--- src/rtl/lbk_pkg.sv ---
`timescale 1ns/1ps
package lbk_pkg;

  typedef enum logic [1:0] {
    MD_NORMAL = 2'd0,
    MD_DIGLB  = 2'd1,
    MD_EXTLB  = 2'd2,
    MD_INTLB  = 2'd3
  } lbk_mode_e;

  typedef struct packed {
    logic dlb;
    logic alb;
    logic hyb;
    logic hook;
    logic pwr;
  } lbk_cfg_t;

  localparam int ADR_DLB  = 1;
  localparam int ADR_ALB  = 2;
  localparam int ADR_HOOK = 5;
  localparam int ADR_PWR  = 6;
  localparam int ADR_REVH = 11;
  localparam int ADR_STAT = 12;
  localparam int ADR_REVL = 13;

  localparam int BIT_DLB   = 0;
  localparam int BIT_ALB   = 0;
  localparam int BIT_HYB   = 1;
  localparam int BIT_HOOK  = 0;
  localparam int BIT_PWR   = 4;
  localparam int STAT_BUSY = 0;
  localparam int STAT_ERR  = 1;
  localparam int STAT_LINK = 6;

  localparam logic [3:0] REV_HOST = 4'b0100;
  localparam logic [3:0] REV_LINE = 4'b0001;

  function automatic int mode_votes(input lbk_cfg_t c);
    int n;
    n = 0;
    if (c.dlb)  n = n + 1;
    if (c.alb)  n = n + 1;
    if (!c.hyb) n = n + 1;
    return n;
  endfunction

  function automatic lbk_mode_e mode_pick(input lbk_cfg_t c);
    if (c.dlb)       return MD_DIGLB;
    else if (c.alb)  return MD_EXTLB;
    else if (!c.hyb) return MD_INTLB;
    else             return MD_NORMAL;
  endfunction

endpackage

--- src/rtl/lbk_regs.sv ---
`timescale 1ns/1ps
module lbk_regs
  import lbk_pkg::*;
#(
  parameter int AW = 4,
  parameter int DW = 8
) (
  input  logic          clk,
  input  logic          rst_n,
  input  logic          wr,
  input  logic [AW-1:0] addr,
  input  logic [DW-1:0] wdata,
  input  logic          st_busy,
  input  logic          st_err,
  input  logic          st_link,
  output lbk_cfg_t      cfg,
  output logic [DW-1:0] rdata
);

  logic unused_wbits;
  assign unused_wbits = ^wdata;

  always_ff @(posedge clk or negedge rst_n) begin
    if (!rst_n) begin
      cfg.dlb  <= 1'b0;
      cfg.alb  <= 1'b0;
      cfg.hyb  <= 1'b1;
      cfg.hook <= 1'b0;
      cfg.pwr  <= 1'b1;
    end else if (wr) begin
      case (addr)
        AW'(ADR_DLB):  cfg.dlb <= wdata[BIT_DLB];
        AW'(ADR_ALB): begin
          cfg.alb <= wdata[BIT_ALB];
          cfg.hyb <= wdata[BIT_HYB];
        end
        AW'(ADR_HOOK): cfg.hook <= wdata[BIT_HOOK];
        AW'(ADR_PWR):  cfg.pwr  <= wdata[BIT_PWR];
        default: ;
      endcase
    end
  end

  always_comb begin
    rdata = '0;
    case (addr)
      AW'(ADR_DLB):  rdata[BIT_DLB] = cfg.dlb;
      AW'(ADR_ALB): begin
        rdata[BIT_ALB] = cfg.alb;
        rdata[BIT_HYB] = cfg.hyb;
      end
      AW'(ADR_HOOK): rdata[BIT_HOOK] = cfg.hook;
      AW'(ADR_PWR):  rdata[BIT_PWR]  = cfg.pwr;
      AW'(ADR_REVH): rdata[3:0] = REV_HOST;
      AW'(ADR_STAT): begin
        rdata[STAT_BUSY] = st_busy;
        rdata[STAT_ERR]  = st_err;
        rdata[STAT_LINK] = st_link;
      end
      AW'(ADR_REVL): rdata[3:0] = REV_LINE;
      default: ;
    endcase
  end

endmodule

--- src/rtl/lbk_cal_timer.sv ---
`timescale 1ns/1ps
module lbk_cal_timer #(
  parameter int CAL_LEN = 4608
) (
  input  logic clk,
  input  logic rst_n,
  input  logic fs_tick,
  input  logic hook,
  input  logic pwr,
  output logic busy,
  output logic done
);

  localparam int CW = $clog2(CAL_LEN + 1);
  localparam logic [CW-1:0] LAST = CW'(CAL_LEN - 1);

  logic [CW-1:0] cnt;

  always_ff @(posedge clk or negedge rst_n) begin
    if (!rst_n) begin
      cnt  <= '0;
      done <= 1'b0;
    end else if (pwr || !hook) begin
      cnt  <= '0;
      done <= 1'b0;
    end else if (fs_tick && !done) begin
      if (cnt == LAST) done <= 1'b1;
      else             cnt  <= cnt + 1'b1;
    end
  end

  assign busy = hook && !pwr && !done;

endmodule

--- src/rtl/lbk_filt_pipe.sv ---
`timescale 1ns/1ps
module lbk_filt_pipe #(
  parameter int W     = 16,
  parameter int DEPTH = 4
) (
  input  logic         clk,
  input  logic         rst_n,
  input  logic         fs_tick,
  input  logic [W-1:0] din,
  output logic [W-1:0] dout
);

  logic [W-1:0] stg [DEPTH];

  for (genvar i = 0; i < DEPTH; i++) begin : g_stg
    if (i == 0) begin : g_head
      always_ff @(posedge clk or negedge rst_n) begin
        if (!rst_n)       stg[i] <= '0;
        else if (fs_tick) stg[i] <= din;
      end
    end else begin : g_body
      always_ff @(posedge clk or negedge rst_n) begin
        if (!rst_n)       stg[i] <= '0;
        else if (fs_tick) stg[i] <= stg[i-1];
      end
    end
  end

  assign dout = stg[DEPTH-1];

endmodule

--- src/rtl/lbk_link_mon.sv ---
`timescale 1ns/1ps
module lbk_link_mon #(
  parameter int TMO = 3
) (
  input  logic clk,
  input  logic rst_n,
  input  logic fs_tick,
  input  logic pwr,
  input  logic rx_valid,
  output logic link
);

  localparam int MW = $clog2(TMO + 1);
  localparam logic [MW-1:0] LIMIT = MW'(TMO - 1);

  logic [MW-1:0] miss;

  always_ff @(posedge clk or negedge rst_n) begin
    if (!rst_n) begin
      miss <= '0;
      link <= 1'b0;
    end else if (pwr) begin
      miss <= '0;
      link <= 1'b0;
    end else if (rx_valid) begin
      miss <= '0;
      link <= 1'b1;
    end else if (fs_tick) begin
      if (miss == LIMIT) link <= 1'b0;
      else               miss <= miss + 1'b1;
    end
  end

endmodule

--- src/rtl/lbk_mode_ctrl.sv ---
`timescale 1ns/1ps
module lbk_mode_ctrl
  import lbk_pkg::*;
#(
  parameter int SW       = 16,
  parameter int FILT_DLY = 4,
  parameter int CAL_LEN  = 4608,
  parameter int LINK_TMO = 3,
  parameter int AW       = 4,
  parameter int DW       = 8
) (
  input  logic          clk,
  input  logic          rst_n,
  input  logic          reg_wr,
  input  logic [AW-1:0] reg_addr,
  input  logic [DW-1:0] reg_wdata,
  output logic [DW-1:0] reg_rdata,
  input  logic          fs_tick,
  input  logic [SW-1:0] sdi_data,
  output logic [SW-1:0] sdo_data,
  output logic          ls_tx_valid,
  output logic [SW-1:0] ls_tx_data,
  output logic [1:0]    ls_tx_mode,
  input  logic          ls_rx_valid,
  input  logic [SW-1:0] ls_rx_data,
  output logic          cal_busy,
  output logic          mode_err,
  output logic          link_up
);

  lbk_cfg_t      cfg;
  logic          pwr_dn;
  logic          cal_done;
  logic          loop_sel;
  lbk_mode_e     mode_apply;
  logic [SW-1:0] filt_out;
  logic [SW-1:0] rx_hold;

  lbk_regs #(.AW(AW), .DW(DW)) u_regs (
    .clk     (clk),
    .rst_n   (rst_n),
    .wr      (reg_wr),
    .addr    (reg_addr),
    .wdata   (reg_wdata),
    .st_busy (cal_busy),
    .st_err  (mode_err),
    .st_link (link_up),
    .cfg     (cfg),
    .rdata   (reg_rdata)
  );

  assign pwr_dn = cfg.pwr;

  lbk_cal_timer #(.CAL_LEN(CAL_LEN)) u_cal (
    .clk     (clk),
    .rst_n   (rst_n),
    .fs_tick (fs_tick),
    .hook    (cfg.hook),
    .pwr     (pwr_dn),
    .busy    (cal_busy),
    .done    (cal_done)
  );

  lbk_filt_pipe #(.W(SW), .DEPTH(FILT_DLY)) u_filt (
    .clk     (clk),
    .rst_n   (rst_n),
    .fs_tick (fs_tick),
    .din     (sdi_data),
    .dout    (filt_out)
  );

  lbk_link_mon #(.TMO(LINK_TMO)) u_link (
    .clk      (clk),
    .rst_n    (rst_n),
    .fs_tick  (fs_tick),
    .pwr      (pwr_dn),
    .rx_valid (ls_rx_valid),
    .link     (link_up)
  );

  // Test modes only take effect once calibration has completed.
  assign mode_err   = cal_done && (mode_votes(cfg) > 1);
  assign mode_apply = (cal_done && !mode_err) ? mode_pick(cfg) : MD_NORMAL;
  assign loop_sel   = pwr_dn || mode_err;

  always_ff @(posedge clk or negedge rst_n) begin
    if (!rst_n) begin
      ls_tx_valid <= 1'b0;
      ls_tx_data  <= '0;
      ls_tx_mode  <= MD_NORMAL;
    end else begin
      ls_tx_valid <= fs_tick && !pwr_dn;
      if (fs_tick && !pwr_dn) begin
        ls_tx_data <= sdi_data;
        ls_tx_mode <= mode_apply;
      end
    end
  end

  always_ff @(posedge clk or negedge rst_n) begin
    if (!rst_n)                     rx_hold <= '0;
    else if (ls_rx_valid && !pwr_dn) rx_hold <= ls_rx_data;
  end

  assign sdo_data = loop_sel ? filt_out : rx_hold;

endmodule

--- config.mk ---
export PLATFORM = sky130hd
export DESIGN_NAME = lbk_mode_ctrl
export DESIGN_NICKNAME = d
export VERILOG_FILES = /design/src/rtl/lbk_pkg.sv /design/src/rtl/lbk_regs.sv /design/src/rtl/lbk_cal_timer.sv /design/src/rtl/lbk_filt_pipe.sv /design/src/rtl/lbk_link_mon.sv /design/src/rtl/lbk_mode_ctrl.sv
export SDC_FILE = /design/constraint.sdc
export NUM_CORES = 1
export LEC_CHECK = 0
export ABC_CLOCK_PERIOD_IN_PS = 4400
export CAP_MARGIN = 5
export CORE_MARGIN = 2
export CORE_UTILIZATION = 40
export DETAILED_ROUTE_END_ITERATION = 12
export DONT_BUFFER_PORTS = 1
export GPL_ROUTABILITY_DRIVEN = 0
export GPL_TIMING_DRIVEN = 0
export PLACE_DENSITY = 0.52
export SLEW_MARGIN = 20
export SYNTH_ARGS = -nofsm -noshare
export SYNTH_HDL_FRONTEND = slang
export SYNTH_SLANG_ARGS = --single-unit
--- constraint.sdc ---
create_clock -name clk -period 4.4 [get_ports clk]
set_clock_uncertainty 0.2 [all_clocks]
set_input_delay 0.22 -clock clk [delete_from_list [all_inputs] [get_ports clk]]
set_output_delay 0.22 -clock clk [all_outputs]
set_load 0.05 [all_outputs]
==> impl_metrics.tcl <==
set metrics [dict create \
    leakage_nw 2.79 \
    startpoint_type "flop" \
    first_pass_iters 4 \
    postCtsSetupRepairBufs 0 \
    netlist.area_leader.share_pct 57.7 \
    initial_core_util_pct 40.9 \
    setup_viol 0 \
    cpPeakStageDelay_ns 0.52 \
    track_usage_pct 17.0 \
    drive_gt1_share_pct 31.5 \
    cp_max_fo 10 \
    synth_largest_area_cell "dfrtp_1" \
    syn2layout_area_growth_pct 24.3 \
    core_sq_um 12600 \
    place_area_sq_um 5380 \
    synth_cell_types 48 \
    layout_common_cells "dfrtp_1 (119), mux2_2 (99), nand2_1 (59)" \
    antenna_found_initial 0 \
    synth_cells 409 \
    grt_max_degree 122 \
    rsz0062_at_grt "no" \
    worstReg2RegStart "u_regs.cfg[0]" \
    fin_area_sq_um 6410 \
    cts_buffer_depth 2 \
    worstMarginPinSlew_ns 0.954 \
    cp-end-kind "output port" \
    avgSynthCellArea_sq_um 12.6 \
    die_area_sq_um 13800 \
    yosys_warnings 0 \
    clock_sinks 121 \
    critPathArrivalTime_ns 3.13 \
    async_flop_share_pct 100 \
    peakVddDrop_mv 0.349 \
    status "finished clean" \
    synth-main-ff-cell "dfrtp_1" \
    via_count 3351 \
    max_freq_mhz 281 \
    grt_pass1_wl_microns 18300 \
    synth_edf_count 0 \
    path_clk_slew_ns 0.05 \
    die_w_microns 118 \
    ff2ff_setup_slack_ns 1.97 \
    synth-seq-cells 121 \
    crit_type "flop to output port" \
    grt_pass1_vias 3507 \
    post-dp-hpwl_microns 6940 \
    synth_area_sq_um 5160 \
    regToRegEndpoint "ls_tx_data[12]" \
    drcViolationCount 0 \
    hold_class "input port to flop" \
    cts-resized-gates 0 \
    diodes 0 \
    drt_iter0_markers 201 \
    clk-insertion-delay-late_ns 0.42 \
    num_io_pins 95 \
    ant_nets 0 \
    layout_commonest_cell "dfrtp_1" \
    slew_viol_final 0 \
    crit_end "sdo_data[5]" \
    rows 41 \
    finalCritPeriodShare_pct 80.7 \
    port_buffers 0 \
    htree_levels 4 \
    die_h_microns 118 \
    cts_root_buf "clkbuf_16" \
    cp-startpoint "u_regs.cfg[3]" \
    grt_overflow 0 \
    cts_buffers 17 \
    worstPathCellList "inv_1, ha_1, o21ai_0, a21boi_2, nor2_2, buf_2, mux2_2" \
    placed_cells 583 \
    netlist_top_cells_area "dfrtp_1 (58%), mux2_2 (22%), nand2_1 (4.3%)" \
    ctsHoldBuffers 44 \
    totalWireLength_microns 10800 \
    crit_cells 7 \
    final_cells 658 \
    relSlewSlack_pct 36.2 \
    fin_util_pct 50.8 \
    slowest_stage "mux2_2" \
    period_needed_ns 3.55 \
    path_buf_inv 2 \
    drt-vias-per-instance 5.09 \
    yosysSeqAreaShare_pct 58.7 \
    wl_per_cell_microns 16.4 \
    cts_tree "built" \
    cp.required_ns 3.98 \
    drv_cap 0 \
    tns_ns 0 \
    hold_viol_final 0 \
    powerDensity_nw_per_um2 555 \
    final_nets 527 \
    worstRegToRegCells 7 \
    crit_family "buffers and inverters" \
    fin_hold_ws_ns 0.0440 \
]
## layer usage
metal / global-route usage, % / part of all wire [%]
met1: 22.3 / 47
met2: 26.2 / 48
met3: 5.18 / 4.1
met4: 7.15 / 1.4
met5: 0 / 0
## how the worst min path moves through the flow
stage | startpoint | slack (ns) | to | cells after the start
after floorplan | rst_n | -0.28 | ls_tx_data[0] | 0
after global placement | rst_n | -0.27 | ls_tx_data[7] | 0
after detailed placement | rst_n | -0.27 | ls_tx_data[7] | 0
after CTS | reg_addr[0] | 0.03 | u_regs.cfg[3] | 4
after global routing | reg_addr[0] | 0.11 | u_regs.cfg[3] | 4
final | reg_addr[0] | 0.04 | u_regs.cfg[3] | 4
## cells by family (layout without fill, tap and decap cells)
family / count (synthesis) / count (layout) / share of synthesized area, %
other cells: 1 / 3 / 0.0727
flops: 121 / 121 / 58.7
simple gates: 120 / 120 / 11.6
fa+ha+maj: 4 / 4 / 0.970
buf+inv: 26 / 101 / 2.35
xor+xnor: 3 / 3 / 0.509
mux: 99 / 99 / 21.6
compound gates: 35 / 35 / 4.22
## worst register-to-register path, delay by kind of cell, from the launching register on
family | cells | cell delay (ns)
AND/OR/NAND/NOR | 3 | 0.37
buffers and inverters | 4 | 1.22
flip-flops | 1 | 0.51
## layout make-up
cell class | instances | area, sq um
plain buffers | 20 | 98.8
clock buffers | 23 | 478
clock inverters | 8 | 95.1
fillers | 1159 | 6200
inverters | 6 | 22.5
multi-input cells | 264 | 2020
flip-flops and latches | 121 | 3030
well taps | 172 | 215
repair buffers | 44 | 458
## Yosys cell counts (2+ instances only)
library cell,n
or3_2,4
xnor2_1,2
nand2_1,59
and4_1,2
dfstp_2,2
o21ai_0,11
mux2_2,99
nor3_1,5
a31oi_1,2
clkbuf_1,8
nor4_1,3
inv_1,5
nand2b_1,4
and3_1,4
nor2_1,12
and4b_1,2
buf_2,7
buf_4,4
and2_1,2
ha_1,4
dfrtp_1,119
nand3_1,7
a21oi_1,11
nor2b_1,5
a32oi_1,2
or2_2,2
## metrics by stage
stage                     power [mW]  setup slack, ns
after CTS                       3.61            0.813
after global placement          2.17             1.32
after detailed placement        2.19             1.29
after floorplan                 2.07             1.76
after global routing            3.73            0.735
final                           3.56            0.847
## report_power, final
group | leakage (nW) | internal [mW] | switching, mW
clock network | 0.279 | 0.870 | 0.469
registers | 1.46 | 1.30 | 0.238
logic | 1.04 | 0.253 | 0.429
total | 2.79 | 2.43 | 1.14
## state kept, by name (all words and copies together), names as in the netlist
| register | count |
|---|---|
| u_filt.stg | 48 |
| ls_tx_data | 16 |
| rx_hold | 16 |
| u_filt.dout | 16 |
| u_cal.cnt | 13 |
| u_regs.cfg | 5 |
| ls_tx_mode | 2 |
| u_link.miss | 2 |
| ls_tx_valid | 1 |
| u_cal.done | 1 |
| u_link.link | 1 |
No activity file was read; power rests on OpenSTA's default activity.
